$ cat src/rtl/actc_pkg.sv
`timescale 1ns/1ps
package actc_pkg;

    localparam int ACTC_DATA_W = 16;
    localparam int ACTC_FRAC_W = 12;
    localparam int ACTC_KNOT_W = ACTC_DATA_W - ACTC_FRAC_W;

    typedef enum logic {
        ACT_SIGMOID = 1'b0,
        ACT_TANH    = 1'b1
    } act_func_e;

    typedef struct packed {
        logic [ACTC_FRAC_W-1:0] slope;
        logic [ACTC_FRAC_W-1:0] offset;
    } seg_coef_t;

    // Segment coefficients for sigmoid in Q0.12. The knot code is the signed
    // segment start: 0..7 cover [0,8), 8..15 cover [-8,0).
    function automatic seg_coef_t seg_lookup(input logic [ACTC_KNOT_W-1:0] knot);
        seg_coef_t c;
        unique case (knot)
            4'd0:  c = '{slope: 12'd946, offset: 12'd2048};
            4'd1:  c = '{slope: 12'd614, offset: 12'd2994};
            4'd2:  c = '{slope: 12'd294, offset: 12'd3608};
            4'd3:  c = '{slope: 12'd120, offset: 12'd3902};
            4'd4:  c = '{slope: 12'd47,  offset: 12'd4022};
            4'd5:  c = '{slope: 12'd17,  offset: 12'd4069};
            4'd6:  c = '{slope: 12'd6,   offset: 12'd4086};
            4'd7:  c = '{slope: 12'd3,   offset: 12'd4092};
            4'd8:  c = '{slope: 12'd3,   offset: 12'd1};
            4'd9:  c = '{slope: 12'd6,   offset: 12'd4};
            4'd10: c = '{slope: 12'd17,  offset: 12'd10};
            4'd11: c = '{slope: 12'd47,  offset: 12'd27};
            4'd12: c = '{slope: 12'd120, offset: 12'd74};
            4'd13: c = '{slope: 12'd294, offset: 12'd194};
            4'd14: c = '{slope: 12'd614, offset: 12'd488};
            4'd15: c = '{slope: 12'd946, offset: 12'd1102};
            default: c = '{slope: 12'd0, offset: 12'd0};
        endcase
        return c;
    endfunction

endpackage

$ cat src/rtl/actc_index_sel.sv
`timescale 1ns/1ps
module actc_index_sel
    import actc_pkg::*;
#(
    parameter int DATA_W = ACTC_DATA_W,
    parameter int FRAC_W = ACTC_FRAC_W,
    parameter int KNOT_W = ACTC_KNOT_W
) (
    input  logic [DATA_W-1:0] x,
    input  act_func_e         fsel,
    output logic [KNOT_W-1:0] knot,
    output logic [FRAC_W-1:0] frac
);
    localparam int MSB = DATA_W - 1;
    localparam logic [KNOT_W-1:0] KNOT_TOP = {1'b0, {(KNOT_W-1){1'b1}}};
    localparam logic [KNOT_W-1:0] KNOT_BOT = {1'b1, {(KNOT_W-1){1'b0}}};

    always_comb begin
        knot = x[MSB -: KNOT_W];
        frac = x[FRAC_W-1:0];
        unique case (fsel)
            ACT_SIGMOID: begin
                knot = x[MSB -: KNOT_W];
                frac = x[FRAC_W-1:0];
            end
            ACT_TANH: begin
                unique case (x[MSB -: 2])
                    2'b01: begin
                        knot = KNOT_TOP;
                        frac = '1;
                    end
                    2'b10: begin
                        knot = KNOT_BOT;
                        frac = '0;
                    end
                    default: begin
                        knot = x[MSB-1 -: KNOT_W];
                        frac = {x[FRAC_W-2:0], 1'b0};
                    end
                endcase
            end
            default: begin
                knot = x[MSB -: KNOT_W];
                frac = x[FRAC_W-1:0];
            end
        endcase
    end

endmodule

$ cat src/rtl/actc_seg_table.sv
`timescale 1ns/1ps
module actc_seg_table
    import actc_pkg::*;
#(
    parameter int FRAC_W = ACTC_FRAC_W,
    parameter int KNOT_W = ACTC_KNOT_W
) (
    input  logic [KNOT_W-1:0] knot,
    output logic [FRAC_W-1:0] alpha,
    output logic [FRAC_W-1:0] beta
);
    seg_coef_t coef;

    always_comb begin
        coef  = seg_lookup(knot);
        alpha = coef.slope;
        beta  = coef.offset;
    end

endmodule

$ cat src/rtl/actc_tanh_adjust.sv
`timescale 1ns/1ps
module actc_tanh_adjust
    import actc_pkg::*;
#(
    parameter int FRAC_W = ACTC_FRAC_W
) (
    input  act_func_e         fsel,
    input  logic [FRAC_W-1:0] alpha,
    input  logic [FRAC_W-1:0] beta,
    output logic [FRAC_W:0]   slope,
    output logic [FRAC_W:0]   offset
);
    always_comb begin
        slope  = {1'b0, alpha};
        offset = {1'b0, beta};
        unique case (fsel)
            ACT_SIGMOID: begin
                slope  = {1'b0, alpha};
                offset = {1'b0, beta};
            end
            ACT_TANH: begin
                // 2*beta - 1 with beta in [0,1): invert the top bit, shift left.
                slope  = {alpha, 1'b0};
                offset = {~beta[FRAC_W-1], beta[FRAC_W-2:0], 1'b0};
            end
            default: begin
                slope  = {1'b0, alpha};
                offset = {1'b0, beta};
            end
        endcase
    end

endmodule

$ cat src/rtl/actc_spline_mac.sv
`timescale 1ns/1ps
module actc_spline_mac
    import actc_pkg::*;
#(
    parameter int DATA_W = ACTC_DATA_W,
    parameter int FRAC_W = ACTC_FRAC_W
) (
    input  logic [FRAC_W:0]   slope,
    input  logic [FRAC_W-1:0] frac,
    input  logic [FRAC_W:0]   offset,
    output logic [DATA_W-1:0] y
);
    localparam int SLOPE_W = FRAC_W + 1;
    localparam int PROD_W  = SLOPE_W + FRAC_W;
    localparam int SUM_W   = PROD_W + 2;
    localparam logic [PROD_W:0] HALF_LSB = (PROD_W+1)'(1) << (FRAC_W - 1);
    localparam logic signed [SUM_W-1:0] Y_MAX = SUM_W'((1 << (DATA_W - 1)) - 1);
    localparam logic signed [SUM_W-1:0] Y_MIN = -Y_MAX - SUM_W'(1);

    logic [PROD_W-1:0]        prod;
    logic [PROD_W:0]          rnd;
    logic signed [SUM_W-1:0]  scaled;
    logic signed [SUM_W-1:0]  off_ext;
    logic signed [SUM_W-1:0]  sum;

    always_comb begin
        prod    = PROD_W'(slope) * PROD_W'(frac);
        rnd     = {1'b0, prod} + HALF_LSB;
        scaled  = signed'(SUM_W'(rnd[PROD_W:FRAC_W]));
        off_ext = SUM_W'($signed(offset));
        sum     = scaled + off_ext;
        if (sum > Y_MAX) begin
            y = Y_MAX[DATA_W-1:0];
        end else if (sum < Y_MIN) begin
            y = Y_MIN[DATA_W-1:0];
        end else begin
            y = sum[DATA_W-1:0];
        end
    end

endmodule

$ cat src/rtl/act_coef_unit.sv
`timescale 1ns/1ps
module act_coef_unit
    import actc_pkg::*;
#(
    parameter int DATA_W = ACTC_DATA_W,
    parameter int FRAC_W = ACTC_FRAC_W,
    parameter int KNOT_W = DATA_W - FRAC_W
) (
    input  logic              clk,
    input  logic              rst_n,
    input  logic              in_valid,
    input  logic              in_func,
    input  logic [DATA_W-1:0] in_x,
    output logic              out_valid,
    output logic [FRAC_W:0]   out_slope,
    output logic [FRAC_W-1:0] out_frac,
    output logic [FRAC_W:0]   out_offset,
    output logic [DATA_W-1:0] out_y
);
    act_func_e         fsel;
    logic [KNOT_W-1:0] knot;
    logic [FRAC_W-1:0] frac_c;
    logic [FRAC_W-1:0] alpha;
    logic [FRAC_W-1:0] beta;
    logic [FRAC_W:0]   slope_c;
    logic [FRAC_W:0]   offset_c;
    logic [DATA_W-1:0] y_c;

    assign fsel = act_func_e'(in_func);

    actc_index_sel #(.DATA_W(DATA_W), .FRAC_W(FRAC_W), .KNOT_W(KNOT_W)) u_idx (
        .x    (in_x),
        .fsel (fsel),
        .knot (knot),
        .frac (frac_c)
    );

    actc_seg_table #(.FRAC_W(FRAC_W), .KNOT_W(KNOT_W)) u_tab (
        .knot  (knot),
        .alpha (alpha),
        .beta  (beta)
    );

    actc_tanh_adjust #(.FRAC_W(FRAC_W)) u_adj (
        .fsel   (fsel),
        .alpha  (alpha),
        .beta   (beta),
        .slope  (slope_c),
        .offset (offset_c)
    );

    actc_spline_mac #(.DATA_W(DATA_W), .FRAC_W(FRAC_W)) u_mac (
        .slope  (slope_c),
        .frac   (frac_c),
        .offset (offset_c),
        .y      (y_c)
    );

    always_ff @(posedge clk or negedge rst_n) begin
        if (!rst_n) begin
            out_valid <= 1'b0;
        end else begin
            out_valid <= in_valid;
        end
    end

    always_ff @(posedge clk or negedge rst_n) begin
        if (!rst_n) begin
            out_slope  <= '0;
            out_frac   <= '0;
            out_offset <= '0;
            out_y      <= '0;
        end else if (in_valid) begin
            out_slope  <= slope_c;
            out_frac   <= frac_c;
            out_offset <= offset_c;
            out_y      <= y_c;
        end
    end

endmodule

$ cat config.mk
export PLATFORM = sky130hd
export DESIGN_NAME = act_coef_unit
export DESIGN_NICKNAME = d
export VERILOG_FILES = /design/src/rtl/actc_pkg.sv /design/src/rtl/actc_index_sel.sv /design/src/rtl/actc_seg_table.sv /design/src/rtl/actc_tanh_adjust.sv /design/src/rtl/actc_spline_mac.sv /design/src/rtl/act_coef_unit.sv
export SDC_FILE = /design/constraint.sdc
export NUM_CORES = 1
export LEC_CHECK = 0
export BUFFER_PORTS_ARGS = -buffer_cell sky130_fd_sc_hd__buf_2
export CAP_MARGIN = 30
export CORE_UTILIZATION = 35
export CTS_CLUSTER_DIAMETER = 50
export DETAILED_ROUTE_END_ITERATION = 10
export MAX_ROUTING_LAYER = met4
export SKIP_LAST_GASP = 1
export SLEW_MARGIN = 20
export SYNTH_ARGS = -nofsm -noshare
export SYNTH_HDL_FRONTEND = slang
export SYNTH_SLANG_ARGS = --single-unit
$ cat constraint.sdc
create_clock -name clk -period 1.2 [get_ports clk]
set_input_delay 0.06 -clock clk [delete_from_list [all_inputs] [get_ports clk]]
set_output_delay 0.06 -clock clk [all_outputs]
set_load 0.05 [all_outputs]
==> results of run 1 <==
-- cell usage after synthesis, drive strengths merged (2+ instances only) --
cell type	n	area share, %
nor3	11	0.74
a22o	2	0.33
o22ai	3	0.23
and2	13	1.0
a211oi	10	0.93
nand4	5	0.39
fa	91	23
a21oi	49	3.1
o21bai	2	0.19
nor2b	5	0.39
clkbuf	15	0.70
a22oi	2	0.19
a311oi	3	0.33
nor2	103	5.1
o211ai	4	0.37
and3	4	0.31
or3	4	0.31
nand2b	12	1.0
o2111ai	2	0.22
buf	17	1.1
mux2i	13	1.8
ha	99	15
o21a	8	0.84
nand3	7	0.43
o21ai	28	1.9
a21o	19	1.9
a31oi	8	0.62
dfrtp	53	16
inv	116	5.4
nor4	3	0.23
xor2	4	0.43
o31ai	7	0.65
or2	2	0.15
xnor2	13	1.4
nand2	99	4.6
mux2	42	5.9
-- layout make-up --
class                      count  area, sq um
sequential                    53         1326
clock inverter                 2        16.27
fill                        1927         9873
tap                          285        356.6
timing repair buffer         377         3009
clock buffer                   6        138.9
multi-input combinational    698         7461
inverter                     117        459.2
-- routing by layer --
metal / wire length (um) / vias to the layer above / share of wire [%]
met2: 13530 / 243 / 49
met3: 1196 / 70 / 4.3
met4: 1143 / 0 / 4.1
li1: - / 3725 / -
met1: 12020 / 3898 / 43
met5: 0 / - / 0
-- critical path, delay by kind of cell --
kind,cells,cell delay [ns]
AO/OA/AOI/OAI,8,1.65
XOR/XNOR,2,0.26
adder cells (fa/ha/maj),9,3.30
buffers and inverters,8,0.59
multiplexers,2,0.77
AND/OR/NAND/NOR,6,0.94
-- kinds of logic after synthesis --
kind of cell | after synthesis | synth area share, %
simple gates | 271 | 14.95
other cells | 1 | 0.04642
flops | 53 | 16.42
mux | 56 | 7.977
xor+xnor | 17 | 1.843
fa+ha+maj | 190 | 37.89
compound gates | 162 | 13.63
buf+inv | 149 | 7.249
-- cells in the final DEF, fill, tap and decap left out, types with 12 or more instances in the layout --
master	count
sky130_fd_sc_hd__mux2_2	24
sky130_fd_sc_hd__buf_6	57
sky130_fd_sc_hd__inv_1	101
sky130_fd_sc_hd__a21o_1	16
sky130_fd_sc_hd__nor2_1	81
sky130_fd_sc_hd__fa_1	80
sky130_fd_sc_hd__buf_2	70
sky130_fd_sc_hd__nor2_2	13
sky130_fd_sc_hd__nand2_1	81
sky130_fd_sc_hd__ha_4	26
sky130_fd_sc_hd__a21oi_1	27
sky130_fd_sc_hd__a21oi_4	15
sky130_fd_sc_hd__ha_1	69
sky130_fd_sc_hd__o21ai_1	12
sky130_fd_sc_hd__mux2_4	18
sky130_fd_sc_hd__buf_4	237
sky130_fd_sc_hd__nand2_2	15
sky130_fd_sc_hd__dfrtp_1	53
-- through the flow --
step / TNS (ns) / worst slack [ns] / cell area [sq um]
final: -117.01 / -6.190 / 12770
after global routing: -122.06 / -6.440 / 12770
after CTS: -114.60 / -6.214 / 12080
after detailed placement: -141.02 / -6.896 / 10840
after global placement: -138.54 / -6.766 / 10840
after floorplan: -120.52 / -6.423 / 8466
-- flip-flops by register name, indices dropped and copies added, names as in the netlist --
| name | cells |
|---|---|
| out_frac | 12 |
| out_slope | 11 |
| out_offset | 13 |
| out_valid | 1 |
| out_y | 16 |
-- how the worst max path moves through the flow --
stage | from | endpoint | slack, ns
CTS | in_x[15] | out_y[10] | -6.21
global route | in_x[15] | out_y[9] | -6.44
floorplan | in_x[15] | out_y[9] | -6.42
global placement | in_x[15] | out_y[9] | -6.77
finish | in_x[15] | out_y[9] | -6.19
detailed placement | in_x[15] | out_y[9] | -6.90
-- timing repair --
action | CTS | global route
resized for setup | 159 | 115
gates cloned | 1 | 0
setup buffers | 39 | 32
endpoints found under the setup margin | 50 | 51
hold buffers | 1 | 0
pin swaps | 72 | 61
hold endpoints to repair | 53 | 0
==> summary by stage, run 1 <==
Synthesis
A synthesized cell averages 8.985 sq um. The synthesized netlist occupies a cell area of 8078 sq um. Synthesis produced 899 cells. The count of flip-flops with a built-in enable after synthesis is 0. In the synthesized netlist the dominant register cell turns out to be sky130_fd_sc_hd__dfrtp_1. The number of distinct standard cells referenced by the synthesized netlist is 74.

Counting flops and latches in the post-synthesis netlist gives 53. For this run, the register share of the synthesized area comes to 16.42%. During synthesis, Yosys emitted a total of 0 warnings. Of all flip-flops after synthesis, the portion carrying an async set or reset was 100.0%.

Layout
At the end of the flow, the number of nets in the layout was ~1500. At the end of the flow the core is filled with cells to a little under three fifths. The count of cells in the finished layout, fillers not included, comes to roughly 1500. The repair_antennas step left the layout with diodes totalling 0.

The area growth from synthesis to layout is 58.05%. In the final layout, the share of cells above drive strength 1 is between 40% and 50%.

Floorplanning
The initialized floorplan defines 55 standard-cell rows. For this configuration, the core starts out at a cell density of 35.68%. Measured along the x axis, the die boundary spans about 150 um. The I/O pin count is 75. The die extent in y is about 150 um.

The floorplan step defined a die boundary enclosing about 24000 sq um. The core footprint is around 23000 sq um.

Worst setup path
The endpoint of the lowest-slack register-to-register path is out_y[14]. On the critical path, the stage with the largest delay is an instance of sky130_fd_sc_hd__mux4_2. Data on the critical path is required at its endpoint by between 1 and 1.5 ns. In this run the critical register-to-register path is launched from out_y[14]. The critical path in this run is classified as input pin to flop. The register-to-register setup slack is 0.35 ns. The number of cells traversed by the worst register-to-register path is 2. Data arrives at the worst endpoint at ~7.6 ns.

Along the worst path, the maximum fanout reaches 7. STA classifies the critical path startpoint as an input pin. The worst stage delay on the critical path is approximately 0.52 ns. STA classifies the critical path endpoint as a flop.

Drt
In this run, the number of DRC markers left after iteration 0 of detailed routing was ~410. The first-pass iteration count of the detailed router is 5. Dividing the detail-routed wire length by the instance count gives around 18 um. The total detailed-routing wirelength is ~28 mm. The final route contains 7936 vias.

The count of nets left with antenna violations once routing finished came out at 0. In the routed layout, each cell is associated on average with a via count of 5.160. The DRC violations left is 0.

STA
The number of slew-limit violations in the final report is 0. For the pin with the worst max-slew slack, the measured transition is 0.5607 ns. In the post-route analysis, the smallest setup slack over all paths is -6.190 ns. Setup repair after global routing could not meet its margin everywhere. Across all hold checks on the routed design, the worst slack comes to roughly 0.12 ns. The peak clock frequency supported by timing is between 0.1 and 0.15 GHz. The final-report hold violation count came to 0. After layout, the worst path uses 615.9% of the clock period.

The final critical delay including setup and external delays is 7.390 ns. The relative slew slack is approximately 62%. The clock skew after layout is 0 ns. The number of failing setup endpoints in the final timing report is 49.

Global routing
The total overflow left after global routing is 0. The via count of the first global-routing pass is slightly above 8000. For this run, global-route usage on met1 was measured as between 30% and 40%. The busiest layer in global routing is met2. The maximum number of pins on one net before global-route repair is 38. The global-route track usage on met2 is about two fifths. The first global-routing pass estimated approximately 43 mm of wire. The met3 track demand over resource is between 2 and 3%. The initial antenna violation count came to 0. The all-layer global routing usage is 24.21%.

CTS
TritonCTS built the clock tree. In this run the clock root is driven by a sky130_fd_sc_hd__clkbuf_16. Clock latency on the worst-skew pair, taken at its later pin, is between 0.3 and 0.4 ns. The clock buffer count from CTS is 5.

The number of buffers between clock root and the deepest sink is 2. Counting every sink on the clock net gives 53. The H-tree depth reported by CTS is 2. Clock-pin slew was measured on the worst setup and hold paths at 0.08 ns.

Placement
At the end of routability-driven placement, the weighted congestion stood at 0.9214. Port buffering added 72 buffers. After legalization and detailed placement, the total HPWL measured 21.04 mm. Once placement completed, the tool counted placed cells totaling 1467.

Hold path
For hold timing, the worst endpoint is out_valid. The start point of the worst hold path is in_valid. The number of cells traversed by the worst hold path is 2.

The class of the tightest hold or removal check is input pin to flop.

Outcome
The flow ran to the end, but the final reports show violations. The checks that failed: negative setup slack.

Flow run
The count of max-cap constraint violations is 0.
Power of run 1 is not shown: default switching activity piles up to over one toggle a cycle in this logic, so the estimate is an artifact.
==> inputs of run 2 (changes only) <==
--- a/config.mk
+++ b/config.mk
@@ -7,6 +7,7 @@
 export LEC_CHECK = 0
 export BUFFER_PORTS_ARGS = -buffer_cell sky130_fd_sc_hd__buf_2
 export CAP_MARGIN = 30
+export CORE_MARGIN = 3
 export CORE_UTILIZATION = 35
 export CTS_CLUSTER_DIAMETER = 50
 export DETAILED_ROUTE_END_ITERATION = 10
@@ -15,4 +16,6 @@
 export SLEW_MARGIN = 20
 export SYNTH_ARGS = -nofsm -noshare
 export SYNTH_HDL_FRONTEND = slang
+export SYNTH_HIERARCHICAL = 1
 export SYNTH_SLANG_ARGS = --single-unit
+export TNS_END_PERCENT = 20
==> summary by stage, run 2 <==
Placement
The number of port buffers is 74 (+2.8%). The routability congestion estimate from global placement is 0.8953 (-2.8%). The post-DP HPWL is 19.16 mm (-8.9%). The placed cell count was 1521 (+3.7%).

Synthesis
sky130_fd_sc_hd__inv_1 is the most common cell in the netlist. The flip-flop and latch count after synthesis is 55 (+3.8%). The number of distinct standard cells referenced by the synthesized netlist is 62 (-16%). The count of warnings emitted by yosys is 6 (+6). The synthesized area per cell is 9.540 sq um (+6.2%). The post-synth design cell area came to 9311 sq um (+15%). By area the synthesized netlist is led by sky130_fd_sc_hd__fa_1 24%, sky130_fd_sc_hd__dfrtp_1 15%, sky130_fd_sc_hd__ha_1 14%, sky130_fd_sc_hd__mux2_4 11%, sky130_fd_sc_hd__inv_1 6.9%. The count of flip-flops with a built-in enable after synthesis came to 0 (unchanged).

The post-synthesis cell count is 976 (+8.6%). The sequential fraction of the synthesis area came to 14.78% (-1.6 points). By count the netlist is led by 171 x sky130_fd_sc_hd__inv_1, 134 x sky130_fd_sc_hd__nand2_1, 111 x sky130_fd_sc_hd__fa_1. The predominant post-synthesis flop cell is sky130_fd_sc_hd__dfrtp_1. The share of synthesized registers carrying an async set or reset came to 100.0% (unchanged). Summed over all instances, the cell type with the most area after synthesis is sky130_fd_sc_hd__fa_1. The top cell type's share of synthesized area is 23.86% (+1.3 points).

Worst setup path
Broken down by cell family, the worst path's largest delay share belongs to adder cells. The startpoint identified for the worst register-to-register timing path is out_offset[7]. The register-to-register setup slack was 0.41 ns (+0.06 ns). The launching instance or port of the critical path is in_x[15].

The endpoint of the lowest-slack register-to-register path is out_offset[7]. The arrival time of the worst setup path is 7.66 ns (+0.07 ns). The critical path is of the input pin to flop type.

The count of buffering cells on the critical path with inverters included is 10 (+2). On the critical path, the stage with the largest delay is an instance of sky130_fd_sc_hd__fa_2. By instance count, the cell type seen most on the critical path is sky130_fd_sc_hd__ha_4. The worst stage delay on the critical path is 0.53 ns (about the same). The required time of the critical path is 1.40 ns (about the same). The number of cells traversed by the worst register-to-register path was 1 (-1).

The maximum net fanout on the critical path is 6 (-1). The kind of start point of the critical path is an input pin. The endpoint class of the critical path is a flop.

Global routing
The all-layer global routing usage is 18.20% (-6.0 points). The maximum number of pins on one net before global-route repair is 53 (+39%). The first-pass GRT wire length came to 41.08 mm (-4.5%).

The via count of the first global-routing pass came to 8316 (+2.8%). The sum of overflow across all layers after global routing was 0 (unchanged). The initial antenna violation count is 0 (unchanged).

Floorplanning
The die span in x was 169.1 um (+9.9%). The die footprint is 28600 sq um (+21%). The die extent in y is 169.1 um (+9.9%).

The I/O pin count is 75 (unchanged). The number of cell rows is 59 (+7.3%). The core footprint was 26130 sq um (+15%). The effective utilization at floorplan was 35.63% (-0.047 points).

Layout
From synthesis to final layout, the design area changed by 36.91%. The filler cell count in the final layout was 2451 (+27%). The flip-flop count of the largest register, all copies and words added is 16 (unchanged). The top cell types in the final layout, fill and taps aside, are 209 x sky130_fd_sc_hd__buf_4, 154 x sky130_fd_sc_hd__inv_1, 118 x sky130_fd_sc_hd__nand2_1. The fraction of final layout cells sized beyond drive strength 1 is 43.43% (-6.1 points). The number of standard cells in the final layout excluding fillers is 1576 (+2.5%). Leaving out fill and tap cells, the most frequent cell in the layout is sky130_fd_sc_hd__buf_4.

The largest registers in the layout are out_y (16), out_offset (13), out_slope (13). The register with the most flip-flops is out_y. The number of antenna repair diodes was 0 (unchanged).

The number of nets in the finished design is 1472 (+0.68%). The utilization of the core after routing is 48.78% (-7.6 points).

Hold path
The path with the worst hold slack has its endpoint at out_valid. The number of cells traversed by the worst hold path came to 1 (-1). The worst hold path begins at in_valid.

The class of the tightest hold or removal check is input pin to flop.

STA
The clock skew after layout is 0 ns (unchanged). The peak clock frequency supported by timing is 0.1341 GHz (-0.89%). The final critical delay including setup and external delays is 7.457 ns (+0.06632 ns).

The worst path setup slack after routing came to -6.257 ns (-0.06632 ns). The portion of the clock cycle consumed by the worst path in the final layout came to 621.4% (+5.5 points). The final-report hold violation count came to 0 (unchanged).

The number of slew-limit violations in the final report is 0 (unchanged). Setup repair after global routing could not meet its margin everywhere. The number of failing setup endpoints in the final timing report is 50 (+2.0%).

The actual transition at the worst max-transition pin is 0.6435 ns (+0.08275 ns). The relative slew slack is 57.10% (-5.3 points). The total negative slack for setup checks is -117.09 ns (-0.08100 ns).

CTS
The number of buffers between clock root and the deepest sink came to 2 (unchanged). The clock buffer count from CTS is 5 (unchanged). The H-tree depth reported by CTS came to 2 (unchanged). The clock transition at the register clock pins on the worst setup and hold paths after CTS was 0.07 ns (about the same). The TritonCTS clock tree is done. The latest clock arrival within the worst-skew pair is 0.31 ns (about the same). The root buffer selected by CTS is sky130_fd_sc_hd__clkbuf_16. The CTS sink count is 55 (+3.8%).

Drt
The count of antenna-violating nets left after detailed routing came to 0 (unchanged). The DRC violations left came to 0 (unchanged). The first-pass iteration count of the detailed router is 5 (unchanged).

The total detailed-routing wirelength came to 24.50 mm (-12%). The mean routed wirelength per cell is 15.54 um (-14%). The via count is 7563 (-4.7%).

The vias per cell is 4.799 (-7.0%). The initial DRC count is 264 (-36%).

Outcome
The flow ran to the end, but the final reports show violations. The final reports fail on negative setup slack.

Flow run
The count of max-cap constraint violations is 0 (unchanged).
[run 2: what timing repair did]
action	4_1_cts	5_1_grt
hold buffers	1	0
setup endpoints to repair	51	52
buffers inserted	32	11
pin swaps	58	53
endpoints found under the hold margin	55	0
gates cloned	4	1
gates resized for setup	85	46
[run 2: cells by family (layout without fill, tap and decap cells)]
| family | after synthesis | in the layout | share of synthesized area [%] |
|---|---|---|---|
| AOI/OAI and AO/OA | 115 | 115 | 8.345 |
| xor gates and xnor gates | 26 | 26 | 2.446 |
| adders and majority gates | 212 | 212 | 37.44 |
| buffers and inverters | 222 | 482 | 10.80 |
| DFF | 55 | 55 | 14.78 |
| muxes | 84 | 88 | 12.94 |
| other | 1 | 2 | 0.04027 |
| and+or+nand+nor | 261 | 261 | 13.21 |
[run 2: layout make-up]
class / count / area [sq um] / area share, %
clock inverter: 1 / 8.758 / 0.06870
sequential: 55 / 1376 / 10.80
multi-input combinational: 704 / 7873 / 61.75
clock buffer: 7 / 142.6 / 1.119
inverter: 172 / 668.1 / 5.241
timing repair buffer: 302 / 2261 / 17.73
tap: 335 / 419.2 / 3.288
[run 2: stage by stage]
| step | setup WS, ns | area [sq um] | hold slack, ns |
|---|---|---|---|
| 6_report | -6.257 | 12750 | 0.02528 |
| 5_1_grt | -6.534 | 12750 | 0.02863 |
| 4_1_cts | -6.103 | 12450 | 0.02535 |
| 3_5_place_dp | -6.758 | 11560 | -0.03795 |
| 3_3_place_gp | -6.793 | 11560 | -0.03664 |
| 2_1_floorplan | -6.175 | 9739 | -0.2356 |
[run 2: how the worst max path moves through the flow]
stage | end | slack, ns | cells past startpoint
global placement | out_y[11] | -6.79 | 36
floorplan | out_y[14] | -6.17 | 34
finish | out_y[14] | -6.26 | 36
detailed placement | out_y[11] | -6.76 | 34
CTS | out_y[11] | -6.10 | 36
global route | out_y[14] | -6.53 | 36
[run 2: metal layers]
metal / track usage, % / share of wire [%] / up-vias
met2: 32.34 / 50 / 112
li1: - / - / 3632
met5: - / 0 / -
met4: 4.516 / 2.6 / 0
met3: 1.495 / 2.3 / 43
met1: 22.55 / 45 / 3776
Power of run 2 is left out for the same reason.
==> inputs of run 3 (changes only) <==
--- a/config.mk
+++ b/config.mk
@@ -11,6 +11,7 @@
 export CORE_UTILIZATION = 35
 export CTS_CLUSTER_DIAMETER = 50
 export DETAILED_ROUTE_END_ITERATION = 10
+export HOLD_SLACK_MARGIN = 0.15
 export MAX_ROUTING_LAYER = met4
 export SKIP_LAST_GASP = 1
 export SLEW_MARGIN = 20
==> summary by stage, run 3 (synthesis gave the netlist of run 2 again) <==
Worst setup path
The required time of the critical path is 1.40 ns (about the same). The register-to-register setup slack is 0.41 ns (about the same). The slowest stage of the critical path belongs to the cell sky130_fd_sc_hd__fa_2. The worst stage delay on the critical path is 0.53 ns (about the same).

The maximum net fanout on the critical path is 6 (unchanged). The worst setup path is launched from an input pin. The worst setup path is captured at a flop. The reg-to-reg critical path startpoint is out_slope[11]. The number of cells traversed by the worst register-to-register path is 1 (unchanged). Among the stages of the critical path, the cell type that occurs most often is sky130_fd_sc_hd__ha_4. In this run the critical register-to-register path is captured at out_slope[11].

By startpoint and endpoint, the worst setup path is classified as input pin to flop. The arrival time of the worst setup path is 7.65 ns (about the same).

Layout
The fraction of final layout cells sized beyond drive strength 1 is 43.40% (about the same). The number of antenna repair diodes came to 0 (unchanged). The post-layout instance area is 12760 sq um (about the same). The leading cell type in the layout, fill and taps excluded is sky130_fd_sc_hd__buf_4. In the final layout, the registers with the most flip-flops are out_y (16), out_offset (13), out_slope (13). The number of nets in the finished design is 1473 (+0.068%).

The filler cell count in the final layout is 2453 (+0.082%). In the layout the commonest cells are 209 x sky130_fd_sc_hd__buf_4, 154 x sky130_fd_sc_hd__inv_1, 118 x sky130_fd_sc_hd__nand2_1. The flip-flop count of the largest register, all copies and words added is 16 (unchanged). The register with the most flip-flops is out_y. The area overhead of the layout relative to synthesis was 37.02% (about the same).

Global routing
The all-layer global routing usage is 18.21% (about the same). The busiest layer in global routing is met2. The maximum number of pins on one net before global-route repair came to 53 (unchanged). The sum of overflow across all layers after global routing is 0 (unchanged).

The first-pass GRT wire length is 41.11 mm (about the same). The initial antenna violation count is 0 (unchanged). The global-route track usage on met2 was 32.36% (about the same). The met3 track demand over resource came to 1.495% (unchanged). The met1 layer usage reported by global route is 22.56% (about the same). The via count of the first global-routing pass was 8321 (+0.060%).

Floorplanning
The die footprint was 28600 sq um (unchanged). The core footprint was 26130 sq um (unchanged). The number of cell rows is 59 (unchanged). The die extent in y is 169.1 um (unchanged). The I/O pin count is 75 (unchanged). The die span in x came to 169.1 um (unchanged).

The effective utilization at floorplan came to 35.63% (unchanged).

Outcome
The flow ran to the end, but the final reports show violations. The checks that failed: negative setup slack.

STA
The final critical delay including setup and external delays is 7.454 ns (-0.003050 ns). The relative slew slack is 57.19% (+0.090 points). The peak clock frequency supported by timing is 0.1342 GHz (about the same).

The total negative slack for setup checks came to -117.04 ns (+0.05000 ns). Setup repair after global routing could not meet its margin everywhere. The final-report hold violation count came to 0 (unchanged). The number of failing setup endpoints in the final timing report was 51 (+2.0%). The portion of the clock cycle consumed by the worst path in the final layout is 621.1% (about the same). The worst path setup slack after routing is -6.254 ns (+0.003050 ns).

The actual transition at the worst max-transition pin is 0.6421 ns (-0.001352 ns). The clock skew after layout is 0 ns (unchanged). The number of slew-limit violations in the final report is 0 (unchanged).

Flow run
The count of max-cap constraint violations was 0 (unchanged).

Drt
The mean routed wirelength per cell is 15.55 um (about the same). The count of antenna-violating nets left after detailed routing is 0 (unchanged). The total detailed-routing wirelength is 24.52 mm (about the same). The via count came to 7601 (+0.50%).

The first-pass iteration count of the detailed router is 4 (-1). The vias per cell is 4.820 (+0.44%). The DRC violations left is 0 (unchanged). The initial DRC count is 277 (+4.9%).

CTS
The clock transition at the register clock pins on the worst setup and hold paths after CTS was 0.07 ns (about the same). The clock buffer count from CTS was 5 (unchanged). The latest clock arrival within the worst-skew pair was 0.31 ns (about the same). The TritonCTS clock tree is done. The number of buffers between clock root and the deepest sink came to 2 (unchanged).

The CTS sink count is 55 (unchanged). The root buffer selected by CTS is sky130_fd_sc_hd__clkbuf_16. The H-tree depth reported by CTS is 2 (unchanged).

Placement
The area of placed instances came to 11560 sq um (unchanged). The routability congestion estimate from global placement is 0.8953 (unchanged). The number of port buffers was 74 (unchanged). The post-DP HPWL was 19.16 mm (unchanged).

Hold path
The tightest min-delay check is of the input pin to async pin type.
run 3: per-stage QoR:
| step | utilization, % | std cells | hold slack (ns) | setup slack [ns] |
|---|---|---|---|---|
| finish | 48.82 | 1577 | 0.1685 | -6.254 |
| global route | 48.82 | 1577 | 0.1905 | -6.534 |
| CTS | 47.68 | 1567 | 0.1598 | -6.103 |
| detailed placement | 44.24 | 1521 | -0.03795 | -6.758 |
| global placement | 44.24 | 1521 | -0.03664 | -6.793 |
| floorplan | - | 977 | -0.2356 | -6.175 |
run 3: worst max path at each step:
| stage | start | to | slack [ns] | depth (start not counted) |
|---|---|---|---|---|
| finish | in_x[15] | out_y[14] | -6.25 | 36 |
| global route | in_x[15] | out_y[14] | -6.53 | 36 |
| CTS | in_x[15] | out_y[11] | -6.10 | 36 |
| detailed placement | in_x[15] | out_y[11] | -6.76 | 34 |
| global placement | in_x[15] | out_y[11] | -6.79 | 36 |
| floorplan | in_x[15] | out_y[14] | -6.17 | 34 |
run 3: layout make-up:
type	instances	area, sq um	share of cell area, %
Inverter	172	668.1	5.237
Timing Repair Buffer	303	2271	17.80
Multi-Input combinational cell	704	7873	61.70
Clock inverter	1	8.758	0.06865
Tap cell	335	419.2	3.285
Sequential cell	55	1376	10.79
Clock buffer	7	142.6	1.118
run 3: layer usage:
metal	routed length [um]	share of wire, %	up-vias
met4	645	2.6	0
li1	-	-	3637
met5	0	0	-
met3	648	2.6	41
met1	10970	45	3793
met2	12260	50	130
run 3: timing repair:
item / in CTS / in global routing
pin swaps: 58 / 53
resized for setup: 85 / 46
endpoints found under the setup margin: 51 / 52
hold endpoints to repair: 56 / 0
hold buffers: 2 / 0
buffers inserted: 32 / 11
gates cloned: 4 / 1
run 3: worst max-delay path: cells and delay by family:
kind	cells	cell delay, ns
fa+ha+maj	9	3.06
compound gates	8	1.68
mux	3	0.97
buf+inv	10	0.94
simple gates	4	0.59
xor+xnor	2	0.32
Power of run 3 is left out for the same reason.
